### config.mk
export PLATFORM = sky130hd
export DESIGN_NAME = slave_win_dec
export DESIGN_NICKNAME = d
export VERILOG_FILES = /design/src/rtl/swd_pkg.sv /design/src/rtl/swd_ctrl.sv /design/src/rtl/swd_window_match.sv /design/src/rtl/swd_datapath.sv /design/src/rtl/slave_win_dec.sv
export SDC_FILE = /design/constraint.sdc
export NUM_CORES = 1
export LEC_CHECK = 0
export BUFFER_PORTS_ARGS = -buffer_cell sky130_fd_sc_hd__clkbuf_2
export CAP_MARGIN = 5
export CORE_MARGIN = 2
export CORE_UTILIZATION = 50
export CTS_CLUSTER_DIAMETER = 100
export DETAILED_ROUTE_END_ITERATION = 16
export MAX_ROUTING_LAYER = met4
export PLACE_DENSITY = 0.78
export SLEW_MARGIN = 20
export SYNTH_ARGS = -nofsm -noshare
export SYNTH_HDL_FRONTEND = slang
export SYNTH_SLANG_ARGS = --single-unit
### constraint.sdc
create_clock -name clk -period 11.2 [get_ports clk]
set_input_delay 2.8 -clock clk [delete_from_list [all_inputs] [get_ports clk]]
set_output_delay 2.8 -clock clk [all_outputs]
set_load 0.1 [all_outputs]
### src/rtl/swd_pkg.sv
package swd_pkg;
  typedef enum logic [1:0] {
    SPC_NONE = 2'b00,
    SPC_A24  = 2'b01,
    SPC_A32  = 2'b10,
    SPC_RSVD = 2'b11
  } space_e;

  typedef enum logic [2:0] {
    REG_A32_BASE   = 3'd0,
    REG_A24_BASE   = 3'd1,
    REG_WIN_LOG2   = 3'd2,
    REG_PROT_BOUND = 3'd3,
    REG_CTRL       = 3'd4
  } regSel_e;

  // strobes from control to datapath
  typedef struct packed {
    logic a32On;
    logic a24On;
    logic denyReads;
  } winStrb_t;

  localparam int NUM_WIN = 2;
endpackage

### src/rtl/swd_ctrl.sv
module swd_ctrl
  import swd_pkg::*;
#(
  parameter int ADDR_W  = 32,
  parameter int A24_W   = 24,
  parameter int MEM_AW  = 22,
  parameter int MIN_LOG = 12,
  parameter int LOG_W   = $clog2(ADDR_W)
) (
  input  logic              clk,
  input  logic              rst_n,
  input  logic              regWrEn,
  input  logic [2:0]        regSel,
  input  logic [31:0]       regWrData,
  output winStrb_t          strb,
  output logic [ADDR_W-1:0] a32Base,
  output logic [A24_W-1:0]  a24Base,
  output logic [LOG_W-1:0]  winLog2,
  output logic [MEM_AW-1:0] protBound,
  output logic              baseReady
);
  logic slvEnQ, a24EnQ, protRdWrQ;
  logic [ADDR_W-1:0] sizeMask;
  logic a32Aligned, a24Aligned, logInRange;

  always_ff @(posedge clk) begin
    if (!rst_n) begin
      a32Base   <= '0;
      a24Base   <= '0;
      winLog2   <= LOG_W'(MEM_AW);
      protBound <= '0;
      slvEnQ    <= 1'b0;
      a24EnQ    <= 1'b0;
      protRdWrQ <= 1'b0;
    end else if (regWrEn) begin
      case (regSel_e'(regSel))
        REG_A32_BASE:   a32Base   <= regWrData[ADDR_W-1:0];
        REG_A24_BASE:   a24Base   <= regWrData[A24_W-1:0];
        REG_WIN_LOG2:   winLog2   <= regWrData[LOG_W-1:0];
        REG_PROT_BOUND: protBound <= regWrData[MEM_AW-1:0];
        REG_CTRL: begin
          slvEnQ    <= regWrData[0];
          a24EnQ    <= regWrData[1];
          protRdWrQ <= regWrData[2];
        end
        default: ;
      endcase
    end
  end

  always_comb begin
    sizeMask   = (ADDR_W'(1) << winLog2) - ADDR_W'(1);
    a32Aligned = (a32Base & sizeMask) == '0;
    a24Aligned = a24Base[MEM_AW-1:0] == '0;
    logInRange = (winLog2 >= LOG_W'(MIN_LOG)) && (winLog2 <= LOG_W'(MEM_AW));
    baseReady  = a32Aligned && a24Aligned && logInRange;
    strb.a32On     = slvEnQ && baseReady;
    strb.a24On     = slvEnQ && a24EnQ && baseReady;
    strb.denyReads = protRdWrQ;
  end
endmodule

### src/rtl/swd_window_match.sv
module swd_window_match #(
  parameter int ADDR_W = 32,
  parameter int MEM_AW = 22,
  parameter int LOG_W  = $clog2(ADDR_W)
) (
  input  logic [ADDR_W-1:0] addr,
  input  logic [ADDR_W-1:0] base,
  input  logic [LOG_W-1:0]  sizeLog2,
  input  logic              enable,
  output logic              hit,
  output logic [MEM_AW-1:0] offset
);
  logic [ADDR_W-1:0] diff;

  always_comb begin
    diff   = addr - base;
    hit    = enable && ((diff >> sizeLog2) == '0);
    offset = diff[MEM_AW-1:0];
  end
endmodule

### src/rtl/swd_datapath.sv
module swd_datapath
  import swd_pkg::*;
#(
  parameter int ADDR_W = 32,
  parameter int A24_W  = 24,
  parameter int MEM_AW = 22,
  parameter int LOG_W  = $clog2(ADDR_W)
) (
  input  logic              clk,
  input  logic              rst_n,
  input  logic              busValid,
  input  logic [1:0]        busSpace,
  input  logic              busWrite,
  input  logic [ADDR_W-1:0] busAddr,
  input  winStrb_t          strb,
  input  logic [ADDR_W-1:0] a32Base,
  input  logic [A24_W-1:0]  a24Base,
  input  logic [LOG_W-1:0]  winLog2,
  input  logic [MEM_AW-1:0] protBound,
  output logic              winHit,
  output logic              memEn,
  output logic [MEM_AW-1:0] localOffset,
  output logic              accessErr
);
  logic [ADDR_W-1:0] winAddr  [NUM_WIN];
  logic [ADDR_W-1:0] winBase  [NUM_WIN];
  logic              winOn    [NUM_WIN];
  space_e            winSpace [NUM_WIN];
  logic              winMatch [NUM_WIN];
  logic [MEM_AW-1:0] winOff   [NUM_WIN];

  for (genvar w = 0; w < NUM_WIN; w++) begin : g_win
    if (w == 0) begin : g_a24
      assign winAddr[w]  = {{(ADDR_W-A24_W){1'b0}}, busAddr[A24_W-1:0]};
      assign winBase[w]  = {{(ADDR_W-A24_W){1'b0}}, a24Base};
      assign winOn[w]    = strb.a24On;
      assign winSpace[w] = SPC_A24;
    end else begin : g_a32
      assign winAddr[w]  = busAddr;
      assign winBase[w]  = a32Base;
      assign winOn[w]    = strb.a32On;
      assign winSpace[w] = SPC_A32;
    end
    swd_window_match #(.ADDR_W(ADDR_W), .MEM_AW(MEM_AW), .LOG_W(LOG_W)) u_match (
      .addr(winAddr[w]), .base(winBase[w]), .sizeLog2(winLog2),
      .enable(winOn[w]), .hit(winMatch[w]), .offset(winOff[w])
    );
  end

  logic              hitNow, denyNow;
  logic [MEM_AW-1:0] offNow;

  always_comb begin
    hitNow = 1'b0;
    offNow = '0;
    for (int w = 0; w < NUM_WIN; w++) begin
      if (busValid && (space_e'(busSpace) == winSpace[w]) && winMatch[w]) begin
        hitNow = 1'b1;
        offNow = winOff[w];
      end
    end
    denyNow = hitNow && (offNow < protBound) && (busWrite || strb.denyReads);
  end

  always_ff @(posedge clk) begin
    if (!rst_n) begin
      winHit      <= 1'b0;
      memEn       <= 1'b0;
      localOffset <= '0;
      accessErr   <= 1'b0;
    end else begin
      winHit      <= hitNow;
      memEn       <= hitNow && !denyNow;
      localOffset <= offNow;
      accessErr   <= denyNow;
    end
  end
endmodule

### src/rtl/slave_win_dec.sv
module slave_win_dec
  import swd_pkg::*;
#(
  parameter int ADDR_W  = 32,
  parameter int A24_W   = 24,
  parameter int MEM_AW  = 22,
  parameter int MIN_LOG = 12
) (
  input  logic              clk,
  input  logic              rst_n,
  input  logic              regWrEn,
  input  logic [2:0]        regSel,
  input  logic [31:0]       regWrData,
  input  logic              busValid,
  input  logic [1:0]        busSpace,
  input  logic              busWrite,
  input  logic [ADDR_W-1:0] busAddr,
  output logic              winHit,
  output logic              memEn,
  output logic [MEM_AW-1:0] localOffset,
  output logic              accessErr,
  output logic              baseReady
);
  localparam int LOG_W = $clog2(ADDR_W);

  winStrb_t          strb;
  logic [ADDR_W-1:0] a32Base;
  logic [A24_W-1:0]  a24Base;
  logic [LOG_W-1:0]  winLog2;
  logic [MEM_AW-1:0] protBound;

  swd_ctrl #(.ADDR_W(ADDR_W), .A24_W(A24_W), .MEM_AW(MEM_AW),
             .MIN_LOG(MIN_LOG), .LOG_W(LOG_W)) u_ctrl (
    .clk, .rst_n, .regWrEn, .regSel, .regWrData,
    .strb, .a32Base, .a24Base, .winLog2, .protBound, .baseReady
  );

  swd_datapath #(.ADDR_W(ADDR_W), .A24_W(A24_W), .MEM_AW(MEM_AW),
                 .LOG_W(LOG_W)) u_dp (
    .clk, .rst_n, .busValid, .busSpace, .busWrite, .busAddr,
    .strb, .a32Base, .a24Base, .winLog2, .protBound,
    .winHit, .memEn, .localOffset, .accessErr
  );
endmodule

== Word level (Yosys, flattened, before mapping) ==
Cells that the tools add are included.

* Input bits: 74
* Output and inout bits: 26
* Memories kept: 0
* Memory bits (writable): 0
* Bits in latches: 0
* Word-level logic and storage cells: 58
* Memory bits (read-only): 0
* Register bits: 111

* Multiplexer cells: 4
* Bitwise gates (word level): 1
* Add/subtract/negate cells: 3
* Eq/ne operators: 6
* Reduce and logical (&&, ||, !) cells: 27
* Shifts and indexed selects: 3
* $lt $le $gt $ge: 3
* $mul: 0
* Div/mod/pow operators: 0

{| class="wikitable"
|+ Operators by type and width
! operator !! number
|-
| logical NOT 32 bit || 3
|-
| >> shifter 32 x 5 -> 32 bit || 2
|-
| 2-to-1 mux 22 bit || 2
|-
| bitwise AND 32 bit || 1
|-
| left shift 1 x 5 -> 32 bit (first input constant) || 1
|-
| subtractor 32 x 2 -> 32 bit (second input constant) || 1
|-
| subtractor 32 bit || 1
|-
| subtractor 24 x 24 -> 25 bit || 1
|-
| logical NOT 22 bit || 1
|-
| less-than comparator 22 bit || 1
|-
| logical AND 1 bit || 15
|-
| AND reduction 2 bit || 5
|-
| equality test 3 x 2 -> 1 bit (second input constant) || 2
|-
| greater-or-equal comparator 5 x 4 -> 1 bit (second input constant) || 1
|-
| <= comparator 5 bit (second input constant) || 1
|-
| equality test 3 x 1 -> 1 bit (second input constant) || 1
|-
| equality test 3 bit (second input constant) || 1
|-
| logical NOT 3 bit || 1
|-
| equality test 2 x 1 -> 1 bit (second input constant) || 1
|-
| equality test 2 bit (second input constant) || 1
|-
| 2-to-1 mux 1 bit || 2
|-
| logical NOT 1 bit || 1
|-
| logical OR 1 bit || 1
|}

== Longest topological paths before layout ==
Gate-level depths: netlist (run 1).

* Depth after elaboration: 16
* Mapped depth: 33
* Mapped depth without buffers: 28

== Cells and area by module ==
From an unflattened synthesis (run 1), not the netlist that was laid out.

* Cell total of the unflattened synthesis: 1466
* Area, all modules: 10729.0 um2

{| class="wikitable"
|+ Modules (own cells, without submodules)
! module !! cells an instance !! area an instance (um2) !! times used !! sequential area each (um2)
|-
| swd_ctrl || 506 || 4003.8 || 1 || 1721.7
|-
| swd_window_match (u_dp.g_win[0].u_match) || 418 || 2701.3 || 1 || 0.0
|-
| swd_window_match (u_dp.g_win[1].u_match) || 380 || 2546.2 || 1 || 0.0
|-
| swd_datapath || 162 || 1477.7 || 1 || 500.5
|}

== Least setup slack after synthesis (run 1) ==
No wires, ideal clock.

* Path type: input port to flip-flop
* Start: input busAddr[0]
* End: register u_dp.accessErr
* Stages: 28
* Setup time: 0.115 ns
* Arrival: 8.492 ns
* Path slack: 2.594 ns
* Data required time: 11.085 ns
* Buffers on the path: 1
* Cell sequence: inv_1 ha_1 fa_1 nand2b_1 a21o_1 a21oi_1 nand3_1 and3_1 or4b_2 a31oi_1 a211oi_1 a2111oi_2 clkbuf_1 nand3_1 o31ai_2 ha_1 a21o_1 a21o_1 a21o_1 a21o_1 a21o_1 a21o_1 a21oi_1 o21ai_0 a21oi_1 nor2b_1 or3_1 a2111oi_0

* Longest elaborated chain between the ends: 10
* Elaborated cells on any way between the ends: 17
* Classes of those cells: 2 x add/sub; 1 x order compare; 2 x shift; 4 x mux; 8 x reduce/logical

{| class="wikitable"
|+ Ends and longest elaborated chain
! element !! RTL line !! RTL
|-
| start, declared || slave_win_dec.sv:17 || <nowiki>input logic [ADDR_W-1:0] busAddr,</nowiki>
|-
| subtractor 24 x 24 -> 25 bit || swd_window_match.sv:16 || <nowiki>diff = addr - base;</nowiki>
|-
| >> shifter 32 x 5 -> 32 bit || swd_window_match.sv:17 || <nowiki>hit = enable && ((diff >> sizeLog2) == '0);</nowiki>
|-
| logical NOT 32 bit || swd_window_match.sv:17 ||
|-
| logical AND 1 bit || swd_window_match.sv:17 ||
|-
| logical AND 1 bit || swd_datapath.sv:57 || <nowiki>if (busValid && (space_e'(busSpace) == winSpace[w]) && winMatch[w]) begin</nowiki>
|-
| 2-to-1 mux 22 bit || swd_datapath.sv:57 ||
|-
| 2-to-1 mux 22 bit (*) || swd_datapath.sv:57 ||
|-
| net u_dp.offNow[7] || swd_datapath.sv:51 || <nowiki>logic [MEM_AW-1:0] offNow;</nowiki>
|-
| less-than comparator 22 bit (*) || swd_datapath.sv:62 || <nowiki>denyNow = hitNow && (offNow < protBound) && (busWrite || strb.denyReads);</nowiki>
|-
| logical AND 1 bit (*) (2 in a row) || swd_datapath.sv:62 ||
|-
| end signal, assigned || swd_datapath.sv:75 || <nowiki>accessErr <= denyNow;</nowiki>
|-
| end, declared || swd_datapath.sv:23 || <nowiki>output logic accessErr</nowiki>
|}

The timed path passes the listed nets; every way through them passes the cells marked *.
A chain may end at the register's enable or synchronous reset.

== Worst setup path in the final report (run 1) ==
* Start: input busAddr[8]
* End: register u_dp.accessErr

The elaborated chain is that of the path after synthesis.

==> flow_summary.html, run 1 <==
<table>
<tr><th>Metric</th><th>Value</th></tr>
<tr><th colspan="2">Run status</th></tr>
<tr><td>Outcome</td><td>finished, final reports clean</td></tr>
<tr><th colspan="2">STA</th></tr>
<tr><td>Post-Route Skew</td><td>0.008584 ns</td></tr>
<tr><td>Worst hold-check slack</td><td>0.4579 ns</td></tr>
<tr><td>Maximum achievable frequency</td><td>0.1071 GHz</td></tr>
<tr><td>Measured slew at the worst slew-check pin</td><td>0.9438 ns</td></tr>
<tr><td>Worst path setup slack after routing</td><td>1.865 ns</td></tr>
<tr><td>Total negative slack for setup checks</td><td>0 ns</td></tr>
<tr><td>Max-slew violations</td><td>0</td></tr>
<tr><td>Number of setup violations in the final report</td><td>0</td></tr>
<tr><td>Final hold vios</td><td>0</td></tr>
<tr><td>Tmin final</td><td>9.335 ns</td></tr>
<tr><td>Setup repair after global routing missed its margin</td><td>no</td></tr>
<tr><td>Final cycle utilization of the critical path</td><td>83.35%</td></tr>
<tr><td>Slew HR</td><td>37.01%</td></tr>
<tr><th colspan="2">Yosys</th></tr>
<tr><td>Compound-cell area share of the yosys netlist</td><td>30.05%</td></tr>
<tr><td>Biggest area contributors in the synthesized netlist</td><td>dfxtp_1 (21%), ha_1 (9.1%), nand2_1 (9.1%), a21oi_1 (8.0%), inv_1 (3.4%)</td></tr>
<tr><td>Fraction of registers with async set or reset after synthesis</td><td>0%</td></tr>
<tr><td>Primary flip-flop cell chosen by synthesis mapping</td><td>dfxtp_1</td></tr>
<tr><td>Synthesized netlist cell count</td><td>1,489</td></tr>
<tr><td>Sequential element share of the synthesized area</td><td>20.95%</td></tr>
<tr><td>Area share of the largest cell type after synthesis</td><td>20.95%</td></tr>
<tr><td>Flip-flop and latch count after synthesis</td><td>111</td></tr>
<tr><td>Number of warnings issued by yosys</td><td>0</td></tr>
<tr><td>Yosys top cell by area</td><td>dfxtp_1</td></tr>
<tr><td>Most frequently used cell type in the post-synthesis netlist</td><td>nand2_1</td></tr>
<tr><td>Fraction of synthesized area in multiplexers</td><td>2.065%</td></tr>
<tr><td>Number of nets in the synthesized netlist</td><td>1,642</td></tr>
<tr><td>Number of synthesized flops with an enable pin</td><td>0</td></tr>
<tr><td>Main combinational cell family by area after synthesis</td><td>compound AO/OA/AOI/OAI gates</td></tr>
<tr><td>Adder-cell share of the synthesized area</td><td>9.462%</td></tr>
<tr><td>Simple-Gate Fraction of Synth Area</td><td>26.59%</td></tr>
<tr><td>Unique cell type count in the Yosys netlist</td><td>90</td></tr>
<tr><td>Xor-xnor portion of the synthesized cell area</td><td>3.716%</td></tr>
<tr><td>Average size of a mapped cell</td><td>7.122 sq um</td></tr>
<tr><td>Top cells by instance count after synthesis</td><td>nand2_1 (256), a21oi_1 (170), dfxtp_1 (111)</td></tr>
<tr><td>Post-synth design cell area</td><td>10,610 sq um</td></tr>
<tr><th colspan="2">Worst hold path</th></tr>
<tr><td>Worst Hold Class</td><td>register to register</td></tr>
<tr><td>Depth of the worst hold-timing path</td><td>2</td></tr>
<tr><td>Hold path start</td><td>u_ctrl.a24Base[23]</td></tr>
<tr><td>Min-Delay Endpoint</td><td>u_ctrl.a24Base[23]</td></tr>
<tr><th colspan="2">Placed design</th></tr>
<tr><td>RePlAce Congestion</td><td>1.044</td></tr>
<tr><td>Total placed instance area</td><td>11,150 sq um</td></tr>
<tr><td># port buffers</td><td>99</td></tr>
<tr><td>Dpl cells</td><td>1,787</td></tr>
<tr><td>Post-placement setup slack</td><td>1.515 ns</td></tr>
<tr><td>DP Wirelength</td><td>31.23 mm</td></tr>
<tr><th colspan="2">Setup path</th></tr>
<tr><td>Setup slack of the worst register-to-register path</td><td>2.70 ns</td></tr>
<tr><td>Worst setup path class</td><td>input port to register</td></tr>
<tr><td>Required time of the worst setup path</td><td>11.44 ns</td></tr>
<tr><td>Crit end category</td><td>register</td></tr>
<tr><td>Worst setup path startpoint</td><td>busAddr[8]</td></tr>
<tr><td>Top cell family by delay on the critical path</td><td>compound AO/OA/AOI/OAI gates</td></tr>
<tr><td>Crit path largest cell delay</td><td>0.61 ns</td></tr>
<tr><td>Worst path slowest cell</td><td>or4_1</td></tr>
<tr><td>Startpoint class of the critical path</td><td>input port</td></tr>
<tr><td>Register-to-Register Path Depth</td><td>28</td></tr>
<tr><td>Worst path bufs/invs</td><td>1</td></tr>
<tr><td>Critical path peak fanout</td><td>19</td></tr>
<tr><td>Arrival time of the worst setup path</td><td>9.58 ns</td></tr>
<tr><td>Reg-to-reg startpoint</td><td>u_ctrl.winLog2[1]</td></tr>
<tr><td>R2R Path End</td><td>u_dp.accessErr</td></tr>
<tr><td>Most prevalent standard cell on the critical path</td><td>a21o_1</td></tr>
<tr><th colspan="2">Global route</th></tr>
<tr><td>Initial antenna violation count</td><td>0</td></tr>
<tr><td>First-pass GRT wire length</td><td>59.63 mm</td></tr>
<tr><td>Gr usage total</td><td>35.60%</td></tr>
<tr><td>Maximum number of pins on one net before global-route repair</td><td>65</td></tr>
<tr><td>Vias in the first global route</td><td>10,390</td></tr>
<tr><td>Overflow after GRT</td><td>0</td></tr>
<tr><th colspan="2">Floorplan</th></tr>
<tr><td>Cell row count</td><td>53</td></tr>
<tr><td>Core area</td><td>20,890 sq um</td></tr>
<tr><td>Floorplan die height</td><td>149.6 um</td></tr>
<tr><td>Top-Level Pins</td><td>100</td></tr>
<tr><td>Full die area</td><td>22,390 sq um</td></tr>
<tr><td>Initial standard-cell utilization of the core</td><td>50.77%</td></tr>
<tr><td>Die Span X</td><td>149.6 um</td></tr>
<tr><th colspan="2">Finish</th></tr>
<tr><td>Layout overhead on the synthesized area</td><td>8.306%</td></tr>
<tr><td>Final Core Density</td><td>54.99%</td></tr>
<tr><td>Share of final-layout standard cells stronger than drive strength 1</td><td>12.50%</td></tr>
<tr><td>Antenna Cells</td><td>0</td></tr>
<tr><td>Count of fill cells added during filler insertion</td><td>2,064</td></tr>
<tr><td>Post-route design area</td><td>11,490 sq um</td></tr>
<tr><td>Number of nets in the finished design</td><td>1,676</td></tr>
<tr><td>Number of cells in the finished layout apart from fillers</td><td>1,803</td></tr>
<tr><th colspan="2">Detailed routing</th></tr>
<tr><td>Amount of wire on met3 after detailed routing</td><td>4.121 mm</td></tr>
<tr><td>Routed wl met2</td><td>16.87 mm</td></tr>
<tr><td>Average detailed-routed wire length per instance</td><td>22.02 um</td></tr>
<tr><td>Post-route DRC violation count</td><td>0</td></tr>
<tr><td>Antenna violation net count after detailed routing</td><td>0</td></tr>
<tr><td>Topmost layer with routed signal wires</td><td>met4</td></tr>
<tr><td>Post-route met1 wirelength</td><td>17.39 mm</td></tr>
<tr><td>Vias after detailed routing</td><td>11,800</td></tr>
<tr><td>Vias per cell</td><td>6.543</td></tr>
<tr><td>Detailed-routing iteration count for the pre-antenna-repair pass</td><td>7</td></tr>
<tr><td>Final WL</td><td>39.71 mm</td></tr>
<tr><td>1st-iter DRT viols</td><td>1,502</td></tr>
<tr><th colspan="2">Power</th></tr>
<tr><td>IR drop worst, VDD</td><td>0.00007499 V</td></tr>
<tr><td>Power per unit of standard cell area</td><td>96.89 nW/um^2</td></tr>
<tr><td>Total Power Consumption</td><td>1.113 mW</td></tr>
<tr><td>Cell leakage power</td><td>4.353 nW</td></tr>
<tr><th colspan="2">Clock network</th></tr>
<tr><td>H-tree Lvls</td><td>3</td></tr>
<tr><td>Post-cts repair resize count</td><td>0</td></tr>
<tr><td>Setup fix buffers added after clock tree synthesis</td><td>0</td></tr>
<tr><td>Count of hold-fix buffers inserted at cts</td><td>0</td></tr>
<tr><td>Reg clk slew, reported paths</td><td>0.08 ns</td></tr>
<tr><td>Clock buffer count from CTS</td><td>9</td></tr>
<tr><td>Clk sink count</td><td>111</td></tr>
<tr><td>Clock latency on the worst-skew pair</td><td>0.36 ns</td></tr>
<tr><td>TritonCTS clock tree</td><td>done</td></tr>
<tr><td>Maximum number of buffers from clock root to sink</td><td>2</td></tr>
<tr><td>Clock Tree Root</td><td>clkbuf_16</td></tr>
<tr><th colspan="2">Run</th></tr>
<tr><td>Number of max-cap violations</td><td>0</td></tr>
</table>
[layout make-up]
cell class              instances  area [sq um]  area share (%)
clock inverters                 7         93.84          0.8170
repair buffers                110         578.1           5.033
multi-input cells            1191          7646           66.57
well taps                     275         344.1           2.996
inverters                     100         375.4           3.268
flip-flops and latches        111          2223           19.36
clock buffers                   9         225.2           1.961
[registers in the layout (all words and copies together), names as in the netlist]
register          count
u_ctrl.a32Base       32
u_ctrl.a24Base       24
u_ctrl.protBound     22
u_dp.localOffset     22
u_ctrl.winLog2        5
u_ctrl.a24EnQ         1
u_ctrl.protRdWrQ      1
u_ctrl.slvEnQ         1
u_dp.accessErr        1
u_dp.memEn            1
u_dp.winHit           1
[metal layers]
layer	global-route usage (%)	up-vias
li1	-	5471
met1	50.93	5525
met2	51.10	714
met3	5.793	87
met4	10.95	0
met5	-	-
[tightest hold or removal path, delay by kind of cell (launching register included)]
kind	cells	cell delay, ns
compound gates	1	0.05
flops	1	0.32
simple gates	1	0.05
[cells in the final DEF, fill, tap and decap left out, types with 6 or more instances in the layout]
| cell type | netlist | routed |
|---|---|---|
| a41oi_1 | 6 | 6 |
| clkbuf_2 | 1 | 99 |
| a211oi_1 | 18 | 18 |
| and3_1 | 18 | 18 |
| o21ai_1 | 17 | 17 |
| nor4_1 | 21 | 21 |
| o31ai_1 | 10 | 10 |
| nand2_1 | 256 | 255 |
| inv_1 | 96 | 95 |
| buf_4 | 5 | 11 |
| mux2i_1 | 14 | 14 |
| or2_2 | 9 | 9 |
| and2_1 | 32 | 32 |
| ha_1 | 77 | 77 |
| xnor2_1 | 24 | 24 |
| o2111ai_1 | 9 | 8 |
| o21bai_1 | 8 | 8 |
| nor2_1 | 83 | 82 |
| o31ai_2 | 11 | 11 |
| o32ai_2 | 9 | 9 |
| clkbuf_16 | 0 | 9 |
| nand3_1 | 35 | 35 |
| o21a_1 | 15 | 15 |
| nand2b_1 | 19 | 19 |
| a21o_1 | 31 | 31 |
| a31oi_1 | 9 | 9 |
| nor2b_1 | 17 | 17 |
| xor2_1 | 21 | 21 |
| nand4_1 | 27 | 27 |
| or3_1 | 7 | 7 |
| o211ai_1 | 18 | 18 |
| a21oi_1 | 170 | 170 |
| or4_1 | 10 | 10 |
| and4_1 | 6 | 6 |
| nor3_1 | 31 | 31 |
| dfxtp_1 | 111 | 110 |
| o21ai_0 | 44 | 44 |
[cell families (layout without fill, tap and decap cells)]
group                      count (synthesis)  after routing
and+or+nand+nor                          589            589
AOI/OAI and AO/OA                        458            458
buffers and inverters                    187            226
DFF                                      111            111
adders and majority gates                 79             79
xor gates and xnor gates                  45             45
muxes                                     20             20
[how the worst max path moves through the flow]
| stage | end | slack, ns | cells past startpoint |
|---|---|---|---|
| global placement | u_dp.accessErr | 1.73 | 29 |
| global route | u_dp.accessErr | 1.47 | 26 |
| CTS | u_dp.accessErr | 1.90 | 29 |
| finish | u_dp.accessErr | 1.87 | 26 |
| detailed placement | u_dp.accessErr | 1.51 | 29 |
| floorplan | u_dp.accessErr | 2.59 | 28 |
[power by group]
| group | switching, mW | total (mW) | internal [mW] |
|---|---|---|---|
| registers | 0.00774 | 0.409 | 0.401 |
| logic | 0.240 | 0.364 | 0.124 |
| clock network | 0.177 | 0.340 | 0.163 |
(Power assumes the default switching activity.)
==> run 2, diff against run 1 <==
==> constraint.sdc (replaced) <==
create_clock -name clk -period 8.9 [get_ports clk]
set_input_delay 2.225 -clock clk [delete_from_list [all_inputs] [get_ports clk]]
set_output_delay 2.225 -clock clk [all_outputs]
set_load 0.1 [all_outputs]
==> flow_summary.html, run 2 (synthesis gave the netlist of run 1 again) <==
<table>
<tr><th>Metric</th><th>Value</th></tr>
<tr><th colspan="2">STA</th></tr>
<tr><td>Slew HR</td><td>46.39% (+9.4 points)</td></tr>
<tr><td>Final cycle utilization of the critical path</td><td>94.94%</td></tr>
<tr><td>Number of setup violations in the final report</td><td>0 (unchanged)</td></tr>
<tr><td>Measured slew at the worst slew-check pin</td><td>0.8019 ns (-0.1419 ns)</td></tr>
<tr><td>Maximum achievable frequency</td><td>0.1183 GHz</td></tr>
<tr><td>Final hold vios</td><td>0 (unchanged)</td></tr>
<tr><td>Tmin final</td><td>8.450 ns</td></tr>
<tr><td>Post-Route Skew</td><td>0.01469 ns (+0.006105 ns)</td></tr>
<tr><td>Total negative slack for setup checks</td><td>0 ns (unchanged)</td></tr>
<tr><td>Setup repair after global routing missed its margin</td><td>no</td></tr>
<tr><td>Max-slew violations</td><td>0 (unchanged)</td></tr>
<tr><th colspan="2">Finish</th></tr>
<tr><td>Layout overhead on the synthesized area</td><td>9.002%</td></tr>
<tr><td>Share of final-layout standard cells stronger than drive strength 1</td><td>13.13% (+0.63 points)</td></tr>
<tr><td>Most frequent standard cell in the layout excluding fill and tap cells</td><td>nand2_1</td></tr>
<tr><td>Reg with most FFs</td><td>u_ctrl.a32Base</td></tr>
<tr><td>Leading cell types in the layout, fill and taps excluded</td><td>nand2_1 (255), a21oi_1 (170), dfxtp_1 (110)</td></tr>
<tr><td>Number of flip-flops in the largest register</td><td>32 (unchanged)</td></tr>
<tr><td>Total area of sequential cells</td><td>2223 sq um (unchanged)</td></tr>
<tr><td>Area used by multi-input combinational logic</td><td>7635 sq um (-0.15%)</td></tr>
<tr><td>Number of nets in the finished design</td><td>1,687 (+0.66%)</td></tr>
<tr><td>Largest regs</td><td>u_ctrl.a32Base: 32 flops, u_ctrl.a24Base: 24 flops</td></tr>
<tr><td>Count of fill cells added during filler insertion</td><td>2,065 (+0.048%)</td></tr>
<tr><th colspan="2">Clock network</th></tr>
<tr><td>Clock latency on the worst-skew pair</td><td>0.37 ns (about the same)</td></tr>
<tr><td>Maximum number of buffers from clock root to sink</td><td>2 (unchanged)</td></tr>
<tr><td>Setup fix buffers added after clock tree synthesis</td><td>0 (unchanged)</td></tr>
<tr><td>TritonCTS clock tree</td><td>done</td></tr>
<tr><td>Count of hold-fix buffers inserted at cts</td><td>0 (unchanged)</td></tr>
<tr><td>Clock buffer count from CTS</td><td>9 (unchanged)</td></tr>
<tr><td>H-tree Lvls</td><td>3 (unchanged)</td></tr>
<tr><td>Clock Tree Root</td><td>clkbuf_16</td></tr>
<tr><td>Reg clk slew, reported paths</td><td>0.08 ns (about the same)</td></tr>
<tr><td>Clk sink count</td><td>111 (unchanged)</td></tr>
<tr><td>Post-cts repair resize count</td><td>0 (unchanged)</td></tr>
<tr><th colspan="2">Power</th></tr>
<tr><td>Power per unit of standard cell area</td><td>121.5 nW/um^2 (+25%)</td></tr>
<tr><td>Sw Pwr</td><td>0.5328 mW (+26%)</td></tr>
<tr><td>Cell leakage power</td><td>4.406 nW (+1.2%)</td></tr>
<tr><td>IR drop worst, VDD</td><td>0.0002046 V (+170%)</td></tr>
<tr><td>Share of power burned in registers</td><td>36.6% (about the same)</td></tr>
<tr><td>Clock network power share</td><td>30.6% (about the same)</td></tr>
<tr><td>Int Power</td><td>0.8713 mW (+27%)</td></tr>
<tr><td>Combinational share of power</td><td>32.8% (about the same)</td></tr>
<tr><td>Total Power Consumption</td><td>1.404 mW (+26%)</td></tr>
<tr><td>Switch share</td><td>37.94% (-0.20 points)</td></tr>
<tr><th colspan="2">Floorplan</th></tr>
<tr><td>Top-Level Pins</td><td>100 (unchanged)</td></tr>
<tr><td>Full die area</td><td>22,390 sq um (unchanged)</td></tr>
<tr><td>Die Span X</td><td>149.6 um (unchanged)</td></tr>
<tr><td>Cell row count</td><td>53 (unchanged)</td></tr>
<tr><td>Floorplan die height</td><td>149.6 um (unchanged)</td></tr>
<tr><td>Initial standard-cell utilization of the core</td><td>50.77% (unchanged)</td></tr>
<tr><td>Core area</td><td>20,890 sq um (unchanged)</td></tr>
<tr><th colspan="2">Setup path</th></tr>
<tr><td>Required time of the worst setup path</td><td>9.15 ns (-2.29 ns)</td></tr>
<tr><td>Worst setup path class</td><td>input port to register</td></tr>
<tr><td>Crit end category</td><td>register</td></tr>
<tr><td>Arrival time of the worst setup path</td><td>8.70 ns (-0.88 ns)</td></tr>
<tr><td>Startpoint class of the critical path</td><td>input port</td></tr>
<tr><td>Setup slack of the worst register-to-register path</td><td>1.40 ns (-1.30 ns)</td></tr>
<tr><td>Critical path peak fanout</td><td>5 (-14)</td></tr>
<tr><th colspan="2">Detailed routing</th></tr>
<tr><td>Antenna violation net count after detailed routing</td><td>0 (unchanged)</td></tr>
<tr><td>1st-iter DRT viols</td><td>1,680 (+12%)</td></tr>
<tr><td>Post-route DRC violation count</td><td>0 (unchanged)</td></tr>
<tr><td>Detailed-routing iteration count for the pre-antenna-repair pass</td><td>9 (+2)</td></tr>
<tr><td>Final WL</td><td>39.12 mm (-1.5%)</td></tr>
<tr><td>Vias per cell</td><td>6.415 (-2.0%)</td></tr>
<tr><td>Average detailed-routed wire length per instance</td><td>21.55 um (-2.1%)</td></tr>
<tr><td>Vias after detailed routing</td><td>11,640 (-1.3%)</td></tr>
<tr><th colspan="2">Placed design</th></tr>
<tr><td>RePlAce Congestion</td><td>1.044 (about the same)</td></tr>
<tr><td>DP Wirelength</td><td>31.04 mm (-0.60%)</td></tr>
<tr><td># port buffers</td><td>99 (unchanged)</td></tr>
<tr><th colspan="2">Global route</th></tr>
<tr><td>First-pass GRT wire length</td><td>59.42 mm (-0.36%)</td></tr>
<tr><td>Initial antenna violation count</td><td>1 (+1)</td></tr>
<tr><td>Overflow after GRT</td><td>0 (unchanged)</td></tr>
<tr><td>Gr usage total</td><td>35.56% (-0.037 points)</td></tr>
<tr><td>Maximum number of pins on one net before global-route repair</td><td>73 (+12%)</td></tr>
<tr><td>Vias in the first global route</td><td>10,580 (+1.8%)</td></tr>
<tr><th colspan="2">Worst hold path</th></tr>
<tr><td>Worst Hold Class</td><td>register to register</td></tr>
<tr><th colspan="2">Run status</th></tr>
<tr><td>Outcome</td><td>finished, final reports clean</td></tr>
<tr><th colspan="2">Run</th></tr>
<tr><td>Number of max-cap violations</td><td>0 (unchanged)</td></tr>
</table>
-- run 2: cell count changes in the layout (fill, tap and decap cells not counted), sizes merged --
cell / change
buf: +11
diode: +1
-- run 2: power groups by stage --
stage	clock network, mW	registers [mW]	logic, mW
floorplan	0	0.521	0.317
global placement	0	0.524	0.443
detailed placement	0	0.525	0.443
CTS	0.431	0.513	0.446
global route	0.450	0.514	0.496
finish	0.429	0.514	0.461
-- run 2: metal layers --
metal  wire length, um  track usage (%)
met5                 0                -
met4              1356            10.71
met3              4140            6.098
met2             16690            52.84
met1             16940            49.32
-- run 2: worst max-delay path, cell delays in order --
cell	delay, ns
clkbuf_2	0.08
inv_1	0.05
ha_1	0.22
fa_1	0.41
nand2b_1	0.20
a21o_1	0.22
a21oi_1	0.43
nand3_1	0.21
and3_1	0.20
or4b_2	0.66
a31oi_1	0.18
a211oi_1	0.10
a2111oi_2	0.61
nand2_1	0.35
o32ai_2	0.25
ha_1	0.30
a21o_1	0.15
a21o_1	0.17
a21o_1	0.17
a21o_1	0.17
a21o_1	0.17
a21oi_1	0.14
o21ai_0	0.10
a21oi_1	0.16
nor2b_1	0.08
or3_1	0.36
a2111oi_0	0.33
-- run 2: final cells by class --
type | instances | area share, %
Antenna cell | 1 | 0.02165
Tap cell | 275 | 2.977
Clock buffer | 9 | 1.948
Multi-Input combinational cell | 1191 | 66.05
Clock inverter | 7 | 0.8118
Timing Repair Buffer | 121 | 5.715
Inverter | 100 | 3.247
Sequential cell | 111 | 19.23
-- run 2: worst paths after layout --
path | startpoint | end | depth (start not counted)
hold / removal | u_ctrl.a32Base[30] | u_ctrl.a32Base[30] | 2
setup / recovery | busAddr[0] | u_dp.accessErr | 27
hold reg to reg | u_ctrl.a32Base[30] | u_ctrl.a32Base[30] | 2
setup reg to reg | u_ctrl.winLog2[4] | u_dp.accessErr | 27
-- run 2: metrics by stage --
step                      utilization (%)  setup slack (ns)  cell area (sq um)  hold slack [ns]  cells
after floorplan                         -            0.8685              10610           0.4363   1489
after global placement              53.79            0.3707              11240           0.4422   1798
after detailed placement            53.79            0.1839              11240           0.4477   1798
after CTS                           55.32            0.5504              11550           0.4597   1814
after global routing                55.34            0.1678              11560           0.4760   1815
final                               55.34            0.4504              11560           0.4576   1815
==> run 3, diff against run 2 <==
--- a/config.mk
+++ b/config.mk
@@ -5,6 +5,7 @@
 export SDC_FILE = /design/constraint.sdc
 export NUM_CORES = 1
 export LEC_CHECK = 0
+export ABC_AREA = 1
 export BUFFER_PORTS_ARGS = -buffer_cell sky130_fd_sc_hd__clkbuf_2
 export CAP_MARGIN = 5
 export CORE_MARGIN = 2
==> constraint.sdc (replaced) <==
create_clock -name clk -period 10.4 [get_ports clk]
set_input_delay 2.6 -clock clk [delete_from_list [all_inputs] [get_ports clk]]
set_output_delay 2.6 -clock clk [all_outputs]
set_load 0.1 [all_outputs]
==> flow_summary.html, run 3 <==
<table>
<tr><th>Metric</th><th>Value</th></tr>
<tr><th colspan="2">Run status</th></tr>
<tr><td>Outcome</td><td>finished, final reports clean</td></tr>
<tr><th colspan="2">Clock network</th></tr>
<tr><td>Clock latency on the worst-skew pair</td><td>0.38 ns (about the same)</td></tr>
<tr><td>Clock buffer count from CTS</td><td>9 (unchanged)</td></tr>
<tr><td>Post-cts repair resize count</td><td>0 (unchanged)</td></tr>
<tr><td>Maximum number of buffers from clock root to sink</td><td>2 (unchanged)</td></tr>
<tr><td>Setup fix buffers added after clock tree synthesis</td><td>0 (unchanged)</td></tr>
<tr><td>Count of hold-fix buffers inserted at cts</td><td>0 (unchanged)</td></tr>
<tr><td>Clock Tree Root</td><td>clkbuf_16</td></tr>
<tr><td>H-tree Lvls</td><td>3 (unchanged)</td></tr>
<tr><td>TritonCTS clock tree</td><td>done</td></tr>
<tr><td>Reg clk slew, reported paths</td><td>0.09 ns (about the same)</td></tr>
<tr><td>Clk sink count</td><td>111 (unchanged)</td></tr>
<tr><th colspan="2">Floorplan</th></tr>
<tr><td>Die Span X</td><td>158.4 um (+5.9%)</td></tr>
<tr><td>Cell row count</td><td>56 (+5.7%)</td></tr>
<tr><td>Core area</td><td>23,470 sq um (+12%)</td></tr>
<tr><td>Initial standard-cell utilization of the core</td><td>50.79% (about the same)</td></tr>
<tr><td>Full die area</td><td>25,090 sq um (+12%)</td></tr>
<tr><td>Floorplan die height</td><td>158.4 um (+5.9%)</td></tr>
<tr><td>Top-Level Pins</td><td>100 (unchanged)</td></tr>
<tr><th colspan="2">Setup path</th></tr>
<tr><td>Crit path largest cell delay</td><td>0.58 ns (-0.08 ns)</td></tr>
<tr><td>Most prevalent standard cell on the critical path</td><td>nand2_1</td></tr>
<tr><td>Required time of the worst setup path</td><td>10.63 ns (+1.48 ns)</td></tr>
<tr><td>Worst path slowest cell</td><td>nand3_2</td></tr>
<tr><td>Register-to-Register Path Depth</td><td>28 (+3.7%)</td></tr>
<tr><td>Crit end category</td><td>register</td></tr>
<tr><td>Arrival time of the worst setup path</td><td>8.44 ns (-0.26 ns)</td></tr>
<tr><td>Setup slack of the worst register-to-register path</td><td>4.07 ns (+2.67 ns)</td></tr>
<tr><td>Critical path peak fanout</td><td>24 (+19)</td></tr>
<tr><td>Reg-to-reg startpoint</td><td>u_ctrl.winLog2[1]</td></tr>
<tr><td>Startpoint class of the critical path</td><td>input port</td></tr>
<tr><td>R2R Path End</td><td>u_dp.accessErr</td></tr>
<tr><td>Worst setup path class</td><td>input port to register</td></tr>
<tr><th colspan="2">Finish</th></tr>
<tr><td>Share of final-layout standard cells stronger than drive strength 1</td><td>8.326% (-4.8 points)</td></tr>
<tr><td>Largest regs</td><td>u_ctrl.a32Base: 32 flops, u_ctrl.a24Base: 24 flops</td></tr>
<tr><td>Count of fill cells added during filler insertion</td><td>2,505 (+21%)</td></tr>
<tr><td>Leading cell types in the layout, fill and taps excluded</td><td>nand2_1 (679), inv_1 (358), nand3_1 (279)</td></tr>
<tr><td>Reg with most FFs</td><td>u_ctrl.a32Base</td></tr>
<tr><td>Number of nets in the finished design</td><td>2,358 (+40%)</td></tr>
<tr><td>Most frequent standard cell in the layout excluding fill and tap cells</td><td>nand2_1</td></tr>
<tr><td>Layout overhead on the synthesized area</td><td>8.061%</td></tr>
<tr><td>Post-route design area</td><td>12,880 sq um (+11%)</td></tr>
<tr><td>Number of flip-flops in the largest register</td><td>32 (unchanged)</td></tr>
<tr><th colspan="2">Global route</th></tr>
<tr><td>Maximum number of pins on one net before global-route repair</td><td>88 (+21%)</td></tr>
<tr><td>Vias in the first global route</td><td>12,780 (+21%)</td></tr>
<tr><td>Overflow after GRT</td><td>0 (unchanged)</td></tr>
<tr><td>First-pass GRT wire length</td><td>71.77 mm (+21%)</td></tr>
<tr><td>Gr usage total</td><td>39.82% (+4.3 points)</td></tr>
<tr><td>Initial antenna violation count</td><td>7 (+6)</td></tr>
<tr><th colspan="2">Detailed routing</th></tr>
<tr><td>1st-iter DRT viols</td><td>1,413 (-16%)</td></tr>
<tr><td>Vias per cell</td><td>5.554 (-13%)</td></tr>
<tr><td>Detailed-routing iteration count for the pre-antenna-repair pass</td><td>6 (-3)</td></tr>
<tr><td>Antenna violation net count after detailed routing</td><td>0 (unchanged)</td></tr>
<tr><td>Vias after detailed routing</td><td>14,090 (+21%)</td></tr>
<tr><td>Final WL</td><td>48.95 mm (+25%)</td></tr>
<tr><td>Average detailed-routed wire length per instance</td><td>19.30 um (-10%)</td></tr>
<tr><td>Post-route DRC violation count</td><td>0 (unchanged)</td></tr>
<tr><th colspan="2">Yosys</th></tr>
<tr><td>Number of nets in the synthesized netlist</td><td>2,304 (+40%)</td></tr>
<tr><td>Flip-flop and latch count after synthesis</td><td>111 (unchanged)</td></tr>
<tr><td>Average size of a mapped cell</td><td>5.542 sq um (-22%)</td></tr>
<tr><td>Synthesized netlist cell count</td><td>2,151 (+44%)</td></tr>
<tr><td>Biggest area contributors in the synthesized netlist</td><td>nand2_1 (21%), dfxtp_1 (19%), nand3_1 (12%), inv_1 (11%), ha_1 (8.1%)</td></tr>
<tr><td>Primary flip-flop cell chosen by synthesis mapping</td><td>dfxtp_1</td></tr>
<tr><td>Number of warnings issued by yosys</td><td>0 (unchanged)</td></tr>
<tr><td>Most frequently used cell type in the post-synthesis netlist</td><td>nand2_1</td></tr>
<tr><td>Area share of the largest cell type after synthesis</td><td>21.38% (+0.43 points)</td></tr>
<tr><td>Unique cell type count in the Yosys netlist</td><td>50 (-44%)</td></tr>
<tr><td>Top cells by instance count after synthesis</td><td>nand2_1 (679), inv_1 (359), nand3_1 (279)</td></tr>
<tr><td>Fraction of registers with async set or reset after synthesis</td><td>0% (unchanged)</td></tr>
<tr><td>Number of synthesized flops with an enable pin</td><td>0 (unchanged)</td></tr>
<tr><td>Yosys top cell by area</td><td>nand2_1</td></tr>
<tr><td>Post-synth design cell area</td><td>11,920 sq um (+12%)</td></tr>
<tr><td>Sequential element share of the synthesized area</td><td>18.64% (-2.3 points)</td></tr>
<tr><th colspan="2">STA</th></tr>
<tr><td>Slew HR</td><td>31.53% (-15 points)</td></tr>
<tr><td>Total negative slack for setup checks</td><td>0 ns (unchanged)</td></tr>
<tr><td>Measured slew at the worst slew-check pin</td><td>1.026 ns (+0.2241 ns)</td></tr>
<tr><td>Max-slew violations</td><td>0 (unchanged)</td></tr>
<tr><td>Tmin final</td><td>8.213 ns</td></tr>
<tr><td>Final cycle utilization of the critical path</td><td>78.97%</td></tr>
<tr><td>Final hold vios</td><td>0 (unchanged)</td></tr>
<tr><td>Worst hold-check slack</td><td>0.4596 ns (+0.001991 ns)</td></tr>
<tr><td>Maximum achievable frequency</td><td>0.1218 GHz</td></tr>
<tr><td>Post-Route Skew</td><td>0.01367 ns (-0.001022 ns)</td></tr>
<tr><td>Number of setup violations in the final report</td><td>0 (unchanged)</td></tr>
<tr><td>Setup repair after global routing missed its margin</td><td>no</td></tr>
<tr><th colspan="2">Power</th></tr>
<tr><td>IR drop worst, VDD</td><td>0.00006142 V (-70%)</td></tr>
<tr><td>Power per unit of standard cell area</td><td>103.8 nW/um^2 (-15%)</td></tr>
<tr><td>Cell leakage power</td><td>6.828 nW (+55%)</td></tr>
<tr><th colspan="2">Placed design</th></tr>
<tr><td>DP Wirelength</td><td>39.55 mm (+27%)</td></tr>
<tr><td>RePlAce Congestion</td><td>1.054 (+0.96%)</td></tr>
<tr><td>Total placed instance area</td><td>12,560 sq um (+12%)</td></tr>
<tr><td># port buffers</td><td>99 (unchanged)</td></tr>
<tr><th colspan="2">Worst hold path</th></tr>
<tr><td>Hold path start</td><td>u_ctrl.a32Base[27]</td></tr>
<tr><td>Min-Delay Endpoint</td><td>u_ctrl.a32Base[27]</td></tr>
<tr><td>Worst Hold Class</td><td>register to register</td></tr>
<tr><td>Depth of the worst hold-timing path</td><td>2 (unchanged)</td></tr>
<tr><th colspan="2">Run</th></tr>
<tr><td>Number of max-cap violations</td><td>0 (unchanged)</td></tr>
</table>
[run 3: cell types whose count changed in the layout (fill, tap and decap cells not counted), moves of 17 or more]
cell      before  now
a21o_1        31    1
nand2_1      255  679
nor2_1        82  166
nand2b_1      19    0
nand3_1       35  279
a21oi_1      170  138
nor2b_1       17    0
and3_1        18    0
o21ai_0       44  105
xnor2_1       24    6
inv_1         95  358
and2_1        32    7
nor4_1        21    0
[run 3: critical path, delay by kind of cell]
family	cells	cell delay (ns)
compound gates	3	0.59
fa+ha+maj	3	1.01
simple gates	22	3.32
buf+inv	4	0.93
[run 3: worst max-delay path by stage]
stage / startpoint / to / cells after the start
after global placement: busAddr[0] / u_dp.accessErr / 32
final: busAddr[0] / u_dp.accessErr / 32
after global routing: busAddr[0] / u_dp.accessErr / 32
after CTS: busAddr[0] / u_dp.accessErr / 32
after floorplan: busAddr[0] / u_dp.memEn / 32
after detailed placement: busAddr[0] / u_dp.accessErr / 32
[run 3: logic make-up (layout without fill, tap and decap cells)]
group / count (synthesis) / in the layout / synth area share, %
xor+xnor: 11 / 11 / 0.8081
fa+ha+maj: 79 / 79 / 8.417
flops: 111 / 111 / 18.64
simple gates: 1221 / 1221 / 44.02
buf+inv: 437 / 496 / 14.44
compound gates: 292 / 292 / 13.68
other cells: 0 / 7 / 0
[run 3: cell type report]
class,count,area (sq um),area share [%]
multi-input combinational,1603,7978,61.93
sequential,111,2223,17.26
inverter,373,1403,10.89
timing repair buffer,107,555.5,4.312
tap,319,399.1,3.098
clock buffer,10,239.0,1.855
clock inverter,6,67.56,0.5245
antenna,7,17.52,0.1360
[run 3: metrics by stage]
step / cells / total power [mW] / worst slack, ns / utilization (%)
finish: 2536 / 1.337 / 2.187 / 54.88
global route: 2536 / 1.402 / 1.814 / 54.88
CTS: 2529 / 1.320 / 2.443 / 54.81
detailed placement: 2513 / 0.9403 / 2.066 / 53.50
global placement: 2513 / 0.9375 / 2.136 / 53.50
floorplan: 2151 / 0.7918 / 3.924 / -
[run 3: where the power goes]
group	leakage, nW	internal, mW	switching [mW]	total [mW]
combinational	5.78	0.150	0.354	0.504
clock	0.149	0.177	0.212	0.389
sequential	0.901	0.437	0.00774	0.444
total	6.83	0.763	0.574	1.34
[run 3: per-layer routing]
metal | GRT usage, % | wire [um]
met1 | 49.08 | 20080
met2 | 61.18 | 21460
met3 | 9.418 | 4825
met4 | 19.65 | 2587
met5 | - | 0
